$ cat config.mk
export PLATFORM = sky130hd
export DESIGN_NAME = pwm_sync_timer
export DESIGN_NICKNAME = d
export VERILOG_FILES = /design/src/rtl/pwmt_pkg.sv /design/src/rtl/pwmt_regs.sv /design/src/rtl/pwmt_prescale.sv /design/src/rtl/pwmt_core.sv /design/src/rtl/pwm_sync_timer.sv
export SDC_FILE = /design/constraint.sdc
export NUM_CORES = 1
export LEC_CHECK = 0
export BUFFER_PORTS_ARGS = -buffer_cell sky130_fd_sc_hd__buf_2
export CORE_MARGIN = 2
export CORE_UTILIZATION = 35
export DETAILED_ROUTE_END_ITERATION = 6
export PLACE_DENSITY = 0.56
export SLEW_MARGIN = 10
export SYNTH_ARGS = -nofsm -noshare
export SYNTH_HDL_FRONTEND = slang
export SYNTH_SLANG_ARGS = --single-unit
$ cat constraint.sdc
create_clock -name clk -period 7.52 [get_ports clk]
set_clock_uncertainty 0.1 [all_clocks]
set_input_delay 0.376 -clock clk [delete_from_list [all_inputs] [get_ports clk]]
set_output_delay 0.376 -clock clk [all_outputs]
set_load 0.005 [all_outputs]
$ cat src/rtl/pwmt_pkg.sv
package pwmt_pkg;

    localparam int DATA_W    = 32;

    // register offsets (byte addresses)
    localparam int CTL_OFS   = 0;
    localparam int CNT_OFS   = 4;

    // control word bit positions
    localparam int EN_BIT    = 0;
    localparam int SPARE_BIT = 4;
    localparam int HOLD_BIT  = 11;
    localparam int XLSB_BIT  = 15;
    localparam int XHI_LSB   = 16;

    // count word field positions
    localparam int PER_LSB   = 16;
    localparam int PH_LSB    = 0;

    typedef enum logic [0:0] {
        ST_IDLE = 1'b0,
        ST_RUN  = 1'b1
    } run_state_t;

endpackage

$ cat src/rtl/pwmt_regs.sv
module pwmt_regs
    import pwmt_pkg::*;
#(
    parameter int ADDR_W  = 3,
    parameter int CNT_W   = 10,
    parameter int EXP_W   = 5,
    parameter int EXP_MAX = 24
) (
    input  logic              clk,
    input  logic              rst_n,
    input  logic              wr,
    input  logic [ADDR_W-1:0] addr,
    input  logic [DATA_W-1:0] wdata,
    output logic [DATA_W-1:0] rdata,
    input  logic              can_load,
    output logic              en,
    output logic              hold,
    output logic              upd_pend,
    output logic [CNT_W-1:0]  act_per,
    output logic [CNT_W-1:0]  act_ph,
    output logic [EXP_W-1:0]  act_exp
);

    localparam int XHI_W = EXP_W - 1;

    logic             wr_ctl;
    logic             wr_cnt;
    logic             pend;
    logic             do_load;
    logic             sh_spare;
    logic             sh_xlsb;
    logic [XHI_W-1:0] sh_xhi;
    logic [CNT_W-1:0] sh_per;
    logic [CNT_W-1:0] sh_ph;
    logic [EXP_W-1:0] sh_exp;
    logic             unused_wdata;

    assign wr_ctl       = wr && (addr == ADDR_W'(CTL_OFS));
    assign wr_cnt       = wr && (addr == ADDR_W'(CNT_OFS));
    assign sh_exp       = {sh_xhi, sh_xlsb};
    assign upd_pend     = pend && !hold;
    assign do_load      = upd_pend && can_load;
    assign unused_wdata = ^wdata;

    // programmed (shadow) control fields
    always_ff @(posedge clk or negedge rst_n) begin
        if (!rst_n) begin
            en       <= 1'b0;
            sh_spare <= 1'b0;
            hold     <= 1'b0;
            sh_xlsb  <= 1'b0;
            sh_xhi   <= '0;
        end else if (wr_ctl) begin
            en       <= wdata[EN_BIT];
            sh_spare <= wdata[SPARE_BIT];
            hold     <= wdata[HOLD_BIT];
            sh_xlsb  <= wdata[XLSB_BIT];
            sh_xhi   <= wdata[XHI_LSB +: XHI_W];
        end
    end

    // programmed (shadow) count fields
    always_ff @(posedge clk or negedge rst_n) begin
        if (!rst_n) begin
            sh_per <= '0;
            sh_ph  <= '0;
        end else if (wr_cnt) begin
            sh_per <= wdata[PER_LSB +: CNT_W];
            sh_ph  <= wdata[PH_LSB +: CNT_W];
        end
    end

    // an update waits here until the hold bit is clear and the core allows it
    always_ff @(posedge clk or negedge rst_n) begin
        if (!rst_n) begin
            pend <= 1'b0;
        end else if ((wr_ctl && !wdata[HOLD_BIT]) || (wr_cnt && !hold)) begin
            pend <= 1'b1;
        end else if (do_load) begin
            pend <= 1'b0;
        end
    end

    // active set, copied as one unit
    always_ff @(posedge clk or negedge rst_n) begin
        if (!rst_n) begin
            act_per <= '0;
            act_ph  <= '0;
            act_exp <= '0;
        end else if (do_load) begin
            act_per <= sh_per;
            act_ph  <= sh_ph;
            act_exp <= (sh_exp > EXP_W'(EXP_MAX)) ? EXP_W'(EXP_MAX) : sh_exp;
        end
    end

    always_comb begin
        rdata = '0;
        if (addr == ADDR_W'(CTL_OFS)) begin
            rdata[EN_BIT]              = en;
            rdata[SPARE_BIT]           = sh_spare;
            rdata[HOLD_BIT]            = hold;
            rdata[XLSB_BIT]            = sh_xlsb;
            rdata[XHI_LSB +: XHI_W]    = sh_xhi;
        end else if (addr == ADDR_W'(CNT_OFS)) begin
            rdata[PER_LSB +: CNT_W]    = sh_per;
            rdata[PH_LSB +: CNT_W]     = sh_ph;
        end
    end

endmodule

$ cat src/rtl/pwmt_prescale.sv
module pwmt_prescale #(
    parameter int PRE_W = 24,
    parameter int EXP_W = 5
) (
    input  logic             clk,
    input  logic             rst_n,
    input  logic             run,
    input  logic [EXP_W-1:0] expo,
    output logic             tick
);

    logic [PRE_W-1:0] pre_q;
    logic [PRE_W-1:0] lim;

    // 2^expo - 1; an exponent equal to PRE_W yields all ones
    assign lim  = ~({PRE_W{1'b1}} << expo);
    assign tick = run && (pre_q == lim);

    always_ff @(posedge clk or negedge rst_n) begin
        if (!rst_n) begin
            pre_q <= '0;
        end else if (!run || tick) begin
            pre_q <= '0;
        end else begin
            pre_q <= pre_q + PRE_W'(1);
        end
    end

endmodule

$ cat src/rtl/pwmt_core.sv
module pwmt_core
    import pwmt_pkg::*;
#(
    parameter int CNT_W = 10
) (
    input  logic             clk,
    input  logic             rst_n,
    input  logic             en,
    input  logic             upd_pend,
    input  logic             tick,
    input  logic [CNT_W-1:0] act_per,
    input  logic [CNT_W-1:0] act_ph,
    output logic             run,
    output logic [CNT_W-1:0] cnt,
    output logic             can_load,
    output logic             pwm_out
);

    run_state_t state_q;
    run_state_t state_d;
    logic       legal;
    logic       wrap;

    assign legal = (act_per != '0) && (act_ph != '0);
    assign wrap  = tick && (cnt == act_per - CNT_W'(1));

    // next-state logic
    always_comb begin
        state_d = state_q;
        unique case (state_q)
            ST_IDLE: if (en && legal && !upd_pend) state_d = ST_RUN;   // start
            ST_RUN:  if (!en || !legal)            state_d = ST_IDLE;  // stop
            default: state_d = ST_IDLE;
        endcase
    end

    // state register
    always_ff @(posedge clk or negedge rst_n) begin
        if (!rst_n) begin
            state_q <= ST_IDLE;
        end else begin
            state_q <= state_d;
        end
    end

    // period counter
    always_ff @(posedge clk or negedge rst_n) begin
        if (!rst_n) begin
            cnt <= '0;
        end else if (state_q != ST_RUN) begin
            cnt <= '0;
        end else if (wrap) begin
            cnt <= '0;
        end else if (tick) begin
            cnt <= cnt + CNT_W'(1);
        end
    end

    // outputs
    always_comb begin
        run      = (state_q == ST_RUN);
        can_load = (state_q == ST_IDLE) || wrap;
        pwm_out  = (state_q == ST_RUN) && en && legal && (cnt < act_ph);
    end

endmodule

$ cat src/rtl/pwm_sync_timer.sv
module pwm_sync_timer #(
    parameter int ADDR_W  = 3,
    parameter int DATA_W  = 32,
    parameter int CNT_W   = 10,
    parameter int EXP_MAX = 24,
    parameter int EXP_W   = $clog2(EXP_MAX + 1)
) (
    input  logic              clk,
    input  logic              rst_n,
    input  logic              bus_wr,
    input  logic [ADDR_W-1:0] bus_addr,
    input  logic [DATA_W-1:0] bus_wdata,
    output logic [DATA_W-1:0] bus_rdata,
    output logic              pwm_out
);

    logic             core_run;
    logic             can_load;
    logic             tick;
    logic             en;
    logic             hold;
    logic             upd_pend;
    logic [CNT_W-1:0] core_cnt;
    logic [CNT_W-1:0] act_per;
    logic [CNT_W-1:0] act_ph;
    logic [EXP_W-1:0] act_exp;

    pwmt_regs #(
        .ADDR_W  (ADDR_W),
        .CNT_W   (CNT_W),
        .EXP_W   (EXP_W),
        .EXP_MAX (EXP_MAX)
    ) u_regs (
        .clk      (clk),
        .rst_n    (rst_n),
        .wr       (bus_wr),
        .addr     (bus_addr),
        .wdata    (bus_wdata),
        .rdata    (bus_rdata),
        .can_load (can_load),
        .en       (en),
        .hold     (hold),
        .upd_pend (upd_pend),
        .act_per  (act_per),
        .act_ph   (act_ph),
        .act_exp  (act_exp)
    );

    pwmt_prescale #(
        .PRE_W (EXP_MAX),
        .EXP_W (EXP_W)
    ) u_pre (
        .clk   (clk),
        .rst_n (rst_n),
        .run   (core_run),
        .expo  (act_exp),
        .tick  (tick)
    );

    pwmt_core #(
        .CNT_W (CNT_W)
    ) u_core (
        .clk      (clk),
        .rst_n    (rst_n),
        .en       (en),
        .upd_pend (upd_pend),
        .tick     (tick),
        .act_per  (act_per),
        .act_ph   (act_ph),
        .run      (core_run),
        .cnt      (core_cnt),
        .can_load (can_load),
        .pwm_out  (pwm_out)
    );

endmodule

==> results.md, run 1 <==
* DP Wirelength at 10.1 mm
* Mapped Cells at 692
* Synth cell count leaders: dfrtp_1 (89), nand2_1 (71), nor2_1 (60), and3_1 (46), clkbuf_1 (39)
* Nets at 749
* Sequential share of the synthesized area at 36.8%
* Yosys cell types at 72
* CTS max path bufs at 2
* Fin util at 38.7%
* WP data arrival at 3700 ps
* Syn_area_per_cell at 8.75 um2
* Final min period at 3600 ps
* Unrepaired setup endpoints after global routing: false
* Die area at 0.0184 mm2
* Core area at 0.0171 mm2
* Antenna diodes at 0
* Dpl ws at 3900 ps
* Total wire length at 14.9 mm
* RR Endpoint: u_pre.pre_q[20]
* Largest area contributor in the synthesized netlist: dfrtp_1
* Critical Path Most Common Cell: o211ai_1
* Buffer and inverter count on the worst path at 2
* FF-to-FF path depth at 8
* IO buf count at 50
* Initial Utilization at 35.4%
* CP max FO at 66
* Cells along the critical path: inv_1 -> o211ai_1 -> o211ai_1 -> a2111oi_2 -> nand3_2 -> buf_4 -> nand2_1 -> nor2_1
* Global placement routability congestion at 0.887
* Worst hold-check path type: input pin to flip-flop
* CTS Buf Count at 9
* Mapped Area at 0.00605 mm2
* Hold path cells at 2
* Clock root buffer: clkbuf_16
* Min-Delay Endpoint: u_regs.sh_ph[8]
* Post-CTS Resized at 0
* Htree depth at 3
* Setup_tns at 0 ps
* Pin count of the biggest net entering global routing at 67
* Pins Over Slew Limit at 0
* Final Worst Setup Slack at 3920 ps
* Drt via density at 5.66
* Filler Cell Count at 1723
* Drt wl/cell at 16.1 um
* Post-placement cell area at 0.00632 mm2
* CP Class: flip-flop to flip-flop
* Ys flop type: dfrtp_1
* DRC errors left at 0
* Final instance area at 0.00663 mm2
* Total track usage at 16.8%
* Worst Tran Pin Value at 1190 ps
* Leak at 2.88 nW
* Die Height at 136 um
* Final setup fails at 0
* Endpoint type of the worst setup path: flip-flop
* Startpoint types: flip-flop
* Initial antenna violation count at 0
* Hold violation total from the final report at 0
* FFs w/ async S/R, synth at 100%
* Top delay family on crit path: flip-flops
* Clk Latency, worst-skew pair at 350 ps
* Fmax at 278 MHz
* Required time worst endpoint at 7620 ps
* Post CTS Setup Buffer Count at 0
* Status: completed
* Most common cell in the netlist: dfrtp_1
* Relative slew slack at 20.4%
* GR Overflow Total at 0
* Slowest stage cell, crit path: dfrtp_1
* Area Growth Syn to Fin at 9.49%
* Detail Route Antenna Nets at 0
* DR pass1 iterations at 4
* Synth top area cells: dfrtp_1 (37%), mux2_2 (5.0%), and3_1 (4.8%)
* CTS tree: built
* Syn. warnings at 0
* Share of the synthesized area in the top cell type at 36.8%
* Power per cell area at 249 mW/mm2
* Row cnt at 48
* Clock transition at the registers of the reported paths at 60 ps
* Proportion of layout cells with a drive suffix above 1 at 15.2%
* Max Cap Viol at 0
* Hold path start: bus_wdata[8]
* Post-synth EDFFs at 0
* Yosys reg bits at 89
* Crit-path max cell delay at 950 ps
* DRT iter0 DRCs at 316
* First-pass GRT wire length at 25.0 mm
* Vias at 5262
* Top-Level Pins at 71
* Final Cycle Share at 47.9%
* Vias in the first global route at 4937
* Worst r2r src: u_regs.act_exp[4]
* VDD IR-drop max at 0.000138 V
* Reg2reg setup slack at 3920 ps
* Width of the die at 136 um
* CTS sink cnt at 89
* Post-CTS Hold Fix Bufs at 1
-- per-layer routing --
layer	global-route usage, %	vias up	routed length, um
met5	0	-	0
met1	23.7	2584	7180
met3	2.39	18	702
met2	26.4	148	6830
met4	5.84	0	218
li1	-	2512	-
-- where the power goes --
group / switching [mW] / leakage (nW) / internal [mW]
clock: 0.188 / 0.143 / 0.267
combinational: 0.238 / 1.66 / 0.215
sequential: 0.177 / 1.07 / 0.565
total: 0.603 / 2.88 / 1.05
-- worst max path at each step --
stage	startpoint	endpoint	slack [ps]	cells past startpoint
final	u_regs.act_exp[4]	u_pre.pre_q[20]	3920	8
after global routing	u_regs.act_exp[4]	u_pre.pre_q[20]	3470	8
after CTS	u_regs.act_exp[4]	u_pre.pre_q[20]	3880	8
after detailed placement	u_regs.act_exp[1]	u_pre.pre_q[3]	3900	8
after global placement	u_regs.act_exp[2]	u_pre.pre_q[22]	4000	8
after floorplan	u_regs.act_per[2]	u_regs.act_exp[3]	4890	9
-- area by class of cell --
class                   count  area [um2]  share of cell area (%)
well taps                 225         282                    4.25
repair buffers             55         293                    4.42
inverters                  26        97.6                    1.47
flip-flops and latches     89        2230                    33.6
multi-input cells         518        3430                    51.8
clock buffers              12         246                    3.72
clock inverters             4        51.3                   0.774
-- cells by family (layout without fill, tap and decap cells) --
group / after synthesis / in the layout / synth area share [%]
AO/OA/AOI/OAI: 139 / 139 / 18.0
XOR/XNOR: 37 / 37 / 5.35
adder cells (fa/ha/maj): 12 / 12 / 2.48
buffers and inverters: 94 / 97 / 7.13
flip-flops: 89 / 89 / 36.8
multiplexers: 34 / 34 / 6.18
other: 1 / 10 / 0.0619
AND/OR/NAND/NOR: 286 / 286 / 24.0
-- flip-flops by register name (all words and copies together) (netlist names) --
register,flops
u_regs.act_exp,5
u_pre.pre_q,24
u_regs.sh_spare,1
u_regs.sh_ph,10
u_core.run,1
u_regs.act_ph,10
u_regs.act_per,10
u_regs.sh_xhi,4
u_core.cnt,10
u_regs.sh_per,10
u_regs.en,1
u_regs.pend,1
u_regs.hold,1
u_regs.sh_xlsb,1
-- placed cells by master, fill, tap and decap left out, drive strengths merged, types with 16 or more instances in the layout --
cell / synthesis / final
nand2: 71 / 71
a221oi: 22 / 22
nand3: 32 / 32
xnor2: 21 / 21
xor2: 16 / 16
and3: 46 / 46
dfrtp: 89 / 89
o311ai: 24 / 24
mux2: 27 / 27
nor2: 60 / 60
a21oi: 16 / 16
inv: 25 / 26
buf: 29 / 54
-- metrics by stage --
step | total power, mW | hold slack [ps] | instances
final | 1.65 | 158 | 929
after detailed placement | 1.20 | 292 | 912
after global placement | 1.18 | 284 | 912
after floorplan | 1.08 | -19.6 | 701
after global routing | 1.77 | 154 | 929
after CTS | 1.67 | 148 | 929
(Power assumes the default switching activity.)
==> inputs of run 2 (changes only) <==
clock period = 3.67 ns   (was 7.52 ns; I/O delays follow)
==> run 2 against run 1 <==
Utilization increased by 1.7 points. Total power increased by 110%. Sequential share of layout area decreased by 1.4 points. Clock power increased by 95%. Sequential power increased by 95%. Register-to-register slack got worse by 3400 ps. Via count increased by 3.1%. Cell area increased by 4.3%. Die area unchanged. Non-clock buffer count increased by 31. Critical path depth unchanged. Highest routed layer unchanged.
==> results.md, run 2 (synthesis results as in run 1) <==
* Status: completed
* GR Overflow Total at 0 (unchanged)
* Fin util at 40.4% (+1.7 points)
* Dpl ws at 520 ps (-3380 ps)
* Proportion of layout cells with a drive suffix above 1 at 15.7% (+0.51 points)
* Row cnt at 48 (unchanged)
* Final instance area at 0.00692 mm2 (+4.3%)
* Drt via density at 5.67 (about the same)
* Total track usage at 17.9% (+1.1 points)
* Met2 usage at 28.5% (+2.1 points)
* Final Cycle Share at 85.3% (+37 points)
* Hold violation total from the final report at 0 (unchanged)
* Initial antenna violation count at 0 (unchanged)
* VDD IR-drop max at 0.000305 V (+120%)
* Post CTS Setup Buffer Count at 0 (unchanged)
* Initial Utilization at 35.4% (unchanged)
* Met1 Track Usage GR at 24.4% (+0.66 points)
* DRT iter0 DRCs at 364 (+15%)
* WP data arrival at 3290 ps (-410 ps)
* First-pass GRT wire length at 26.0 mm (+4.0%)
* Worst Tran Pin Value at 953 ps (-241 ps)
* Final min period at 3130 ps (-468 ps)
* CTS tree: built
* Post-CTS Resized at 0 (unchanged)
* Relative slew slack at 36.5% (+16 points)
* Commonest non-fill, non-tap cell in the layout: dfrtp_1
* Post-CTS Hold Fix Bufs at 23 (+22)
* WHS at 107 ps (-51.7 ps)
* Leak at 3.01 nW (+4.7%)
* Post-placement cell area at 0.00641 mm2 (+1.5%)
* CTS sink cnt at 89 (unchanged)
* Global placement routability congestion at 0.841 (-5.2%)
* Unrepaired setup endpoints after global routing: false
* Drt wl/cell at 16.3 um (+1.5%)
* CP max FO at 66 (unchanged)
* Met3 Usage GRT at 2.28% (-0.11 points)
* Required time worst endpoint at 3830 ps (-3790 ps)
* Vias in the first global route at 5145 (+4.2%)
* Width of the die at 136 um (unchanged)
* Nets at 780 (+4.1%)
* Htree depth at 3 (unchanged)
* Power per cell area at 492 mW/mm2 (+98%)
* DRC errors left at 0 (unchanged)
* Core area at 0.0171 mm2 (unchanged)
* Setup_tns at 0 ps (unchanged)
* CP Class: flip-flop to flip-flop
* Clock transition at the registers of the reported paths at 60 ps (about the same)
* Antenna diodes at 0 (unchanged)
* Fmax at 319 MHz (+15%)
* Die area at 0.0184 mm2 (unchanged)
* Startpoint types: flip-flop
* DR pass1 iterations at 5 (+1)
* Pins Over Slew Limit at 0 (unchanged)
* Vias at 5426 (+3.1%)
* Detail Route Antenna Nets at 0 (unchanged)
* Endpoint type of the worst setup path: flip-flop
* Worst hold-check path type: input pin to flip-flop
* Top-Level Pins at 71 (unchanged)
* Filler Cell Count at 1670 (-3.1%)
* IO buf count at 50 (unchanged)
* Most frequent cells in the layout: dfrtp_1 (89), nand2_1 (71), nor2_1 (60)
* Max Cap Viol at 0 (unchanged)
* CTS Buf Count at 9 (unchanged)
* Total wire length at 15.6 mm (+4.5%)
* CTS max path bufs at 2 (unchanged)
* Final setup fails at 0 (unchanged)
* Clk Latency, worst-skew pair at 350 ps (about the same)
* DP Wirelength at 10.6 mm (+4.8%)
* Final Worst Setup Slack at 538 ps (-3380 ps)
* Area Growth Syn to Fin at 14.2%
* Clock root buffer: clkbuf_16
* Top Usage Layer GRT: met2
* Max FFs per register at 24 (unchanged)
* Top reg by flops: u_pre.pre_q
* Die Height at 136 um (unchanged)
* Pin count of the biggest net entering global routing at 72 (+7.5%)
-- run 2: changes by cell type in the layout (fill, tap and decap cells not counted), sizes merged --
cell and delta:
buf +9, dlygate4sd3 +22, clkinv +1, clkbuf -3
inv -1
-- run 2: layout make-up --
class	instances	area (um2)	area share [%]
Multi-Input combinational cell	518	3430	49.6
Sequential cell	89	2230	32.2
Timing Repair Buffer	86	606	8.76
Tap cell	225	282	4.07
Clock buffer	9	225	3.26
Inverter	26	97.6	1.41
Clock inverter	4	47.5	0.687
-- run 2: critical path, stage by stage, from the launching register on --
cell and delay [ps]:
dfrtp_1 860, inv_1 250, o211ai_1 290, o211ai_1 140
a2111oi_2 490, nand3_2 160, buf_12 230, or3b_1 360
a21oi_1 140
-- run 2: metrics by stage --
step           instances  power, mW
2_1_floorplan        701       2.21
3_3_place_gp         921       2.45
3_5_place_dp         921       2.51
4_1_cts              957       3.43
5_1_grt              957       3.64
6_report             957       3.40
-- run 2: final timing paths --
check | from | cells after the start | slack, ps | end
setup / recovery | u_regs.act_exp[3] | 8 | 540 | u_core.cnt[0]
hold / removal | bus_wr | 3 | 110 | u_regs.hold
setup reg to reg | u_regs.act_exp[3] | 8 | 540 | u_core.cnt[0]
hold reg to reg | u_regs.sh_spare | 1 | 420 | u_regs.sh_spare
max in group asynchronous | rst_n | 3 | 2190 | u_regs.sh_per[2]
min in group asynchronous | rst_n | 2 | 440 | u_regs.act_ph[2]
-- run 2: routing by layer --
layer  share of wire, %  routed length, um
met1                 47               7410
met2                 47               7270
met3                3.4                536
met4                2.5                394
met5                  0                  0
-- run 2: report_power, final --
| group | internal [mW] | leakage [nW] | switching (mW) |
|---|---|---|---|
| clock network | 0.514 | 0.133 | 0.375 |
| registers | 1.16 | 1.07 | 0.294 |
| logic | 0.489 | 1.81 | 0.572 |
